**src/rtl/ipi_gen_regs.sv**
```systemverilog
module ipi_gen_regs #(
  parameter int NUM_CORES = 3,
  parameter int SRC_BITS  = 28,
  parameter int ADDR_W    = 8,
  localparam int DW       = SRC_BITS + 4
) (
  input  logic                 clk,
  input  logic                 rst_n,
  input  logic                 wr_en,
  input  logic [ADDR_W-1:0]    addr,
  input  logic [DW-1:0]        wdata,
  output logic [DW-1:0]        rdata,
  output logic [NUM_CORES-1:0] irq
);
  localparam int IDX_W    = (NUM_CORES > 1) ? $clog2(NUM_CORES) : 1;
  localparam int ACK_BASE = 1 << IDX_W;
  localparam int WW       = ADDR_W - 2;

  logic [WW-1:0]                 word;
  logic                          aligned;
  logic [NUM_CORES-1:0]          gen_hit, ack_hit;
  logic [NUM_CORES*SRC_BITS-1:0] flags_flat;

  assign word    = addr[ADDR_W-1:2];
  assign aligned = (addr[1:0] == 2'b00);

  for (genvar k = 0; k < NUM_CORES; k++) begin : g_core
    logic [SRC_BITS-1:0] fl;
    assign gen_hit[k] = aligned && (word == WW'(k));
    assign ack_hit[k] = aligned && (word == WW'(ACK_BASE + k));

    always_ff @(posedge clk or negedge rst_n) begin
      if (!rst_n) begin
        fl     <= '0;
        irq[k] <= 1'b0;
      end else begin
        irq[k] <= wr_en && gen_hit[k] && wdata[0];
        if (wr_en && gen_hit[k])      fl <= fl | wdata[DW-1:4];
        else if (wr_en && ack_hit[k]) fl <= fl & ~wdata[DW-1:4];
      end
    end

    assign flags_flat[k*SRC_BITS +: SRC_BITS] = fl;
  end

  always_comb begin
    rdata = '0;
    for (int k = 0; k < NUM_CORES; k++)
      if (gen_hit[k] || ack_hit[k])
        rdata = {flags_flat[k*SRC_BITS +: SRC_BITS], 4'b0000};
  end
endmodule


```
**config.mk**
```make
export PLATFORM = sky130hd
export DESIGN_NAME = ipi_gen_regs
export DESIGN_NICKNAME = d
export VERILOG_FILES = /design/src/rtl/ipi_gen_regs.sv
export SDC_FILE = /design/constraint.sdc
export NUM_CORES = 1
export LEC_CHECK = 0
export ABC_CLOCK_PERIOD_IN_PS = 1950
export BUFFER_PORTS_ARGS = -buffer_cell sky130_fd_sc_hd__buf_2
export CORE_AREA = 2 2 129 131
export CTS_CLUSTER_DIAMETER = 120
export DETAILED_ROUTE_END_ITERATION = 7
export DIE_AREA = 0 0 131 133
export GPL_TIMING_DRIVEN = 1
export SETUP_SLACK_MARGIN = 0.1
export SKIP_LAST_GASP = 1
export SLEW_MARGIN = 20
export SYNTH_ARGS = -nofsm -noshare
export SYNTH_HDL_FRONTEND = slang
export SYNTH_SLANG_ARGS = --single-unit
```
**constraint.sdc**
```tcl
create_clock -name clk -period 1.95 [get_ports clk]
set_input_delay 0.0975 -clock clk [delete_from_list [all_inputs] [get_ports clk]]
set_output_delay 0.0975 -clock clk [all_outputs]
set_load 0.03 [all_outputs]
```
==> results of run 1 <==
[final cells by class]
class	count	area (sq um)
clock buffers	13	280.3
clock inverters	3	47.55
fillers	1650	10690
inverters	3	11.26
multi-input cells	299	2090
flip-flops and latches	87	2177
well taps	220	275.3
repair buffers	96	600.6
[worst paths after layout]
| check | end | slack [ns] | cells past startpoint |
|---|---|---|---|
| worst max-delay path | rdata[13] | 0.36 | 6 |
| worst min-delay path | irq[1] | 0.14 | 3 |
| worst min register to register | flip-flop | 0.53 | 2 |
| min in group asynchronous | asynchronous set/reset pin | 0.32 | 2 |
| worst max register to register | flip-flop | 1.17 | 2 |
| max in group asynchronous | asynchronous set/reset pin | 0.94 | 3 |
[metrics by stage]
step / cells / hold slack (ns) / utilization [%] / total power [mW]
3_3_place_gp: 704 / 0.1452 / 31.81 / 2.648
3_5_place_dp: 704 / 0.1616 / 31.81 / 2.679
4_1_cts: 721 / 0.1360 / 33.90 / 4.513
2_1_floorplan: 473 / -0.1981 / - / 2.488
5_1_grt: 721 / 0.1579 / 33.90 / 4.672
6_report: 721 / 0.1420 / 33.90 / 4.488
[critical path, cell delays in order]
cell and delay, ns:
buf_2 0.33, nor2b_2 0.28, buf_12 0.22, a2bb2oi_1 0.10
nor2_1 0.21, buf_2 0.25
[power breakdown]
| group | internal (mW) | total (mW) | switching (mW) |
|---|---|---|---|
| clock network | 1.14 | 1.84 | 0.699 |
| registers | 1.95 | 2.02 | 0.0760 |
| logic | 0.254 | 0.627 | 0.373 |
[cell usage after synthesis, drive strengths merged]
library cell	instances
a31oi	135
dfrtp	87
buf	51
clkbuf	33
mux2i	31
and2	30
nor2	30
a2bb2oi	28
a41oi	27
nor2b	4
inv	3
nand3	3
and3	1
conb	1
nand2	1
nand3b	1
nand4	1
nor3	1
nor4	1
nor4b	1
[layer usage]
metal,GRT usage (%),part of all wire [%],up-vias,routed length (microns)
li1,-,-,1836,-
met3,3.316,5.7,22,803
met4,4.492,1.6,0,222
met5,0,0,-,0
met2,27.86,49,163,6995
met1,21.90,43,2064,6136
[cell families (layout without fill, tap and decap cells)]
group / after synthesis / count (layout) / synth area share, %
DFF: 87 / 87 / 45.89
AOI/OAI and AO/OA: 190 / 190 / 27.95
muxes: 31 / 31 / 6.540
and+or+nand+nor: 74 / 74 / 8.940
buffers and inverters: 87 / 115 / 10.60
other: 1 / 4 / 0.07904
==> results by group, run 1 <==
Outcome
  – Outcome: completed

CTS
  – Clock buffer depth: 2
  – Hold buffer count at cts: 1
  – Clock root buffer master: clkbuf_16
  – H-tree levels: 3
  – CTS sink cnt: 87
  – Post-CTS sizing: 0
  – CTS tree: yes
  – Clk pin slew, worst setup/hold paths: 0.06 ns
  – Number of CTS-inserted buffers: 9
  – Clk Latency, worst-skew pair: ~0.33 ns
  – Total setup buffers inserted after CTS: 0

Worst setup path
  – Startpoint Class: input pin
  – Setup CP Type: input pin to primary output
  – Critical path launch point: addr[2]
  – CP required: ~1.9 ns
  – Largest fanout on the critical path: 28
  – Critical Path Sink Type: primary output
  – Critical path arrival: 1.49 ns

Finish
  – Post-layout nets: 539
  – Ant. Diodes: 0
  – Design area: 0.005482 sq mm
  – Layout area overhead: 15.53%
  – Share of cells above drive strength 1: between 20% and 30%
  – Most frequent cells in the layout: a31oi_1 (135), dfrtp_1 (87), buf_2 (69), mux2i_1 (31), and2_1 (30)
  – Most common cell after layout, fill and taps aside: a31oi_1

Die
  – # rows: 47
  – Die W: between 100 and 150 microns
  – Die area: ~0.017 sq mm
  – Die Ht: 133 microns
  – Core ar.: 0.01617 sq mm
  – Initial Util: 29.34%
  – Boundary Pins: between 70 and 80

Timing
  – Achievable frequency: approximately 630 MHz
  – Final Critical Period: 1.589 ns
  – Fin. Hold Viols: 0
  – Final worst path period share: 81.48%
  – Final setup violation count: 0
  – Fin Clk Skew: 0 ns
  – RSZ-0062 raised after global routing: no
  – Worst-margin pin slew: 0.6451 ns
  – Final setup TNS: 0 ns
  – Pins Over Slew Limit: 0
  – Max-slew headroom: 57.00%
  – Setup ws final: 0.3612 ns

Route
  – Post-DR wirelength/cell: about 20 microns
  – Via count: 4085
  – ANT nets after route: 0
  – Vias/cell: 5.666
  – DRC: 0
  – DR pass1 iterations: 6
  – WL final: 14160 microns
  – Drt initial violations: 343

Min path
  – Min-delay src: wdata[0]
  – HP Class: input pin to flip-flop

Yosys
  – Mapped Cells: 470
  – Synthesized area: 0.004745 sq mm
  – Synth area leader: dfrtp_1
  – Synth area leaders: dfrtp_1 (46%), a31oi_1 (18%), mux2i_1 (6.5%), a2bb2oi_1 (5.2%), a41oi_1 (5.0%)
  – YS warnings: 0
  – Average cell area after synthesis: 10.09 sq um
  – Yosys top cell area share: 45.89%
  – Yosys cell types: 25
  – Sequential area share after synthesis: a little under half
  – Flops & latches, synth: 87

Global route
  – Total track usage: 16.67%
  – Antenna violations before repair: 0
  – Total grt overflow: 0
  – Largest net degree at the start of global routing: 86
  – Vias in the first global route: 4284
  – Global-route wire length before repair: 22660 microns

Run
  – MaxCap Viol Count: 0

Placement
  – DP Worst Slack: 0.4061 ns
  – PortBufs: 70
  – Final Wtd Congestion: roughly 0.74
  – Dpl hpwl: 8591 microns
  – Post-place instance area: between 0.005 and 0.006 sq mm

Power and ir drop
  – Leakage power: 2.470 nW
  – Worst IR drop on VDD: 0.4201 mV
  – Pwr Density: 818.7 mW/mm^2
Power figures use the tool's default switching activity.
==> inputs of run 2 (changes only) <==
--- a/config.mk
+++ b/config.mk
@@ -5,12 +5,13 @@
 export SDC_FILE = /design/constraint.sdc
 export NUM_CORES = 1
 export LEC_CHECK = 0
-export ABC_CLOCK_PERIOD_IN_PS = 1950
+export ABC_AREA = 1
+export ABC_CLOCK_PERIOD_IN_PS = 1650
 export BUFFER_PORTS_ARGS = -buffer_cell sky130_fd_sc_hd__buf_2
-export CORE_AREA = 2 2 129 131
+export CORE_AREA = 2 2 127 129
 export CTS_CLUSTER_DIAMETER = 120
 export DETAILED_ROUTE_END_ITERATION = 7
-export DIE_AREA = 0 0 131 133
+export DIE_AREA = 0 0 129 131
 export GPL_TIMING_DRIVEN = 1
 export SETUP_SLACK_MARGIN = 0.1
 export SKIP_LAST_GASP = 1
==> constraint.sdc (replaced) <==
create_clock -name clk -period 1.65 [get_ports clk]
set_input_delay 0.0825 -clock clk [delete_from_list [all_inputs] [get_ports clk]]
set_output_delay 0.0825 -clock clk [all_outputs]
set_load 0.03 [all_outputs]
==> run 2 against run 1 <==
Effect of this change: final area hardly changed; count of clock-buffer cells in the layout decreased by 3; via count is 1.9% lower; clock power grew 19%; global-route usage fell by 2.7 points; largest power group unchanged; combinational power down 43%; clock skew is the same; routed wire length decreased by 22%; worst setup slack worse by 0.14 ns; largest cell class unchanged; hold slack got worse by 0.099 ns.
==> results by group, run 2 <==
Die
  – Boundary Pins: 78 (unchanged)
  – # rows: 46 (was 47)
  – Die area: 0.01690 sq mm (was 0.01742 sq mm)
  – Initial Util: 29.40% (was 29.34%)
  – Core ar.: 0.01560 sq mm (was 0.01617 sq mm)
  – Die Ht: 131 microns (was 133 microns)
  – Die W: 129 microns (was 131 microns)

Global route
  – Total track usage: 14.01% (was 16.67%)
  – Vias in the first global route: 3698 (was 4284)
  – Antenna violations before repair: 0 (unchanged)
  – Global-route wire length before repair: 18460 microns (was 22660 microns)
  – Largest net degree at the start of global routing: 88 (was 86)
  – Total grt overflow: 0 (unchanged)

Worst setup path
  – Critical path arrival: 1.34 ns (was 1.49 ns)
  – Worst path slowest cell: nor2_4 (was buf_2)
  – Setup CP Type: input pin to primary output (unchanged)
  – CP endpoint: rdata[23] (was rdata[13])
  – Critical path launch point: addr[1] (was addr[2])
  – Critical path depth: 8 (was 6)
  – Register-to-register setup slack: 0.98 ns (was 1.17 ns)
  – Worst r2r path cells: 4 (was 2)
  – Startpoint Class: input pin (unchanged)
  – Largest fanout on the critical path: 28 (unchanged)
  – Critical path's top delay family: simple AND/OR/NAND/NOR gates (was buffers and inverters)
  – Crit path largest cell delay: 0.24 ns (was 0.33 ns)
  – Critical path buffer and inverter count: 3 (unchanged)
  – Critical path, cell by cell: buf_2 > nor2_4 > nand2_4 > nor2_4 > buf_12 > nand2_1 > nand3_1 > buf_2 (was buf_2 > nor2b_2 > buf_12 > a2bb2oi_1 > nor2_1 > buf_2)
  – Critical Path Sink Type: primary output (unchanged)
  – CP required: 1.57 ns (was 1.85 ns)

Yosys
  – Flops & latches, synth: 87 (unchanged)
  – Mapped Cells: 611 (was 470)
  – Synth area leaders: dfrtp_1 (47%), nand2_1 (16%), nand3_1 (12%), inv_1 (5.2%), o21ai_1 (4.1%) (was dfrtp_1 (46%), a31oi_1 (18%), mux2i_1 (6.5%), a2bb2oi_1 (5.2%), a41oi_1 (5.0%))
  – Top FF cell, synth: dfrtp_1 (unchanged)
  – Sequential area share after synthesis: 47.48% (was 45.89%)
  – Yosys cell types: 19 (was 25)
  – Average cell area after synthesis: 7.505 sq um (was 10.09 sq um)
  – Yosys top cell area share: 47.48% (was 45.89%)
  – Most common cell in the netlist: nand2_1 (was a31oi_1)
  – Synthesized area: 0.004586 sq mm (was 0.004745 sq mm)
  – Async set-reset flop share out of synthesis: 100.0% (unchanged)
  – Top cells by count, synth: nand2_1 (201), nand3_1 (114), dfrtp_1 (87) (was a31oi_1 (135), dfrtp_1 (87), clkbuf_1 (31), mux2i_1 (31))
  – Synth area leader: dfrtp_1 (unchanged)
  – YS warnings: 0 (unchanged)
  – Post-synth EDFFs: 0 (unchanged)

Placement
  – Post-place instance area: 0.005162 sq mm (was 0.005144 sq mm)
  – Final Wtd Congestion: 0.7277 (was 0.7363)
  – PortBufs: 70 (unchanged)
  – DP Worst Slack: 0.2219 ns (was 0.4061 ns)
  – Dpl hpwl: 6826 microns (was 8591 microns)

Timing
  – Final Critical Period: 1.426 ns
  – Final setup TNS: 0 ns (unchanged)
  – Fin. Hold Viols: 0 (unchanged)
  – Final worst path period share: 86.45%
  – Final setup violation count: 0 (unchanged)
  – Achievable frequency: ~700 MHz
  – Fin Hold WS: 0.04284 ns (was 0.1420 ns)
  – RSZ-0062 raised after global routing: no (unchanged)
  – Pins Over Slew Limit: 0 (unchanged)
  – Setup ws final: 0.2236 ns (was 0.3612 ns)
  – Fin Clk Skew: 0 ns (unchanged)

Finish
  – Post-layout nets: 707 (was 539)
  – Ant. Diodes: 0 (unchanged)
  – Most frequent cells in the layout: nand2_1 (201), nand3_1 (114), dfrtp_1 (87), buf_2 (68), inv_1 (63) (was a31oi_1 (135), dfrtp_1 (87), buf_2 (69), mux2i_1 (31), and2_1 (30))
  – Most common cell after layout, fill and taps aside: nand2_1 (was a31oi_1)
  – Design area: 0.005487 sq mm (was 0.005482 sq mm)
  – Share of cells above drive strength 1: 15.70% (was 23.35%)
  – Layout area overhead: 19.65% (was 15.53%)

Power and ir drop
  – Leakage power: 2.596 nW (was 2.470 nW)
  – Worst IR drop on VDD: 0.5867 mV (was 0.4201 mV)
  – Clock share of power: 45.8% (was 41.0%)
  – Comb power frac: 7.5% (was 14.0%)
  – Pwr Density: 871.1 mW/mm^2 (was 818.7 mW/mm^2)
  – Sequential power share: 46.7% (was 45.1%)
  – Sw Share: 24.07% (was 25.57%)
  – Psw: 1.150 mW (was 1.147 mW)
  – Int Pwr: 3.629 mW (was 3.340 mW)

CTS
  – Number of CTS-inserted buffers: 9 (unchanged)
  – Total setup buffers inserted after CTS: 0 (unchanged)
  – CTS sink cnt: 87 (unchanged)
  – Clock root buffer master: clkbuf_16 (unchanged)
  – Clk pin slew, worst setup/hold paths: 0.06 ns (about the same)
  – CTS tree: yes (unchanged)
  – Clock buffer depth: 2 (unchanged)
  – Clk Latency, worst-skew pair: 0.35 ns (was 0.33 ns)
  – H-tree levels: 3 (unchanged)

Route
  – DR pass1 iterations: 4 (was 6)
  – DRC: 0 (unchanged)
  – Drt initial violations: 202 (was 343)
  – Post-DR wirelength/cell: 12.48 microns (was 19.64 microns)
  – Vias/cell: 4.529 (was 5.666)
  – ANT nets after route: 0 (unchanged)
  – Via count: 4008 (was 4085)
  – WL final: 11050 microns (was 14160 microns)

Min path
  – WHS Path Cells: 3 (unchanged)
  – HP Class: input pin to flip-flop (unchanged)

Outcome
  – Outcome: completed (unchanged)

Run
  – MaxCap Viol Count: 0 (unchanged)
run 2: per-layer routing:
metal  vias up  part of all wire (%)  GRT usage, %
li1       2075                     -             -
met1      1849                    46         17.28
met2        73                    49         23.62
met3        11                   4.5         4.438
met4         0                   1.2         4.156
met5         -                     0             0
run 2: cells by family after synthesis:
family	after synthesis	synth area share, %
AND/OR/NAND/NOR	356	34.90
buffers and inverters	109	11.21
AO/OA/AOI/OAI	58	6.330
other	1	0.08178
flip-flops	87	47.48
run 2: how the worst min path moves through the flow:
| stage | slack (ns) | startpoint | endpoint |
|---|---|---|---|
| after floorplan | -0.21 | rst_n | asynchronous set/reset pin |
| after global placement | 0.17 | rst_n | asynchronous set/reset pin |
| after detailed placement | 0.17 | rst_n | asynchronous set/reset pin |
| after CTS | 0.03 | wdata[20] | flip-flop |
| after global routing | 0.03 | wdata[15] | flip-flop |
| final | 0.04 | wdata[20] | flip-flop |
run 2: final cells by class:
type | count | area, sq um
Inverter | 63 | 236.5
Sequential cell | 87 | 2177
Clock buffer | 10 | 229.0
Timing Repair Buffer | 85 | 583.1
Clock inverter | 6 | 85.08
Tap cell | 216 | 270.3
Multi-Input combinational cell | 418 | 1906
Fill cell | 1654 | 10110
run 2: stage by stage:
step | instances | power, mW | utilization (%)
3_3_place_gp | 868 | 2.630 | 33.10
3_5_place_dp | 868 | 2.634 | 33.10
2_1_floorplan | 614 | 2.452 | -
4_1_cts | 885 | 4.860 | 35.18
6_report | 885 | 4.779 | 35.18
5_1_grt | 885 | 5.017 | 35.18
run 2: what timing repair did:
| item | in CTS | in global routing |
|---|---|---|
| resized for setup | 0 | 0 |
| endpoints found under the hold margin | 87 | 0 |
| hold buffers | 1 | 0 |
| setup endpoints to repair | 0 | 0 |
run 2: worst min-delay path, delay by kind of cell:
family | cells | cell delay, ns
AO/OA/AOI/OAI | 1 | 0.06
AND/OR/NAND/NOR | 1 | 0.09
buffers and inverters | 1 | 0.12
run 2: power by group through the flow:
stage | Sequential (mW) | Clock (mW) | Combinational, mW
4_1_cts | 2.23 | 2.26 | 0.367
2_1_floorplan | 2.26 | 0 | 0.188
5_1_grt | 2.24 | 2.37 | 0.414
3_5_place_dp | 2.27 | 0 | 0.364
3_3_place_gp | 2.27 | 0 | 0.361
6_report | 2.23 | 2.19 | 0.360
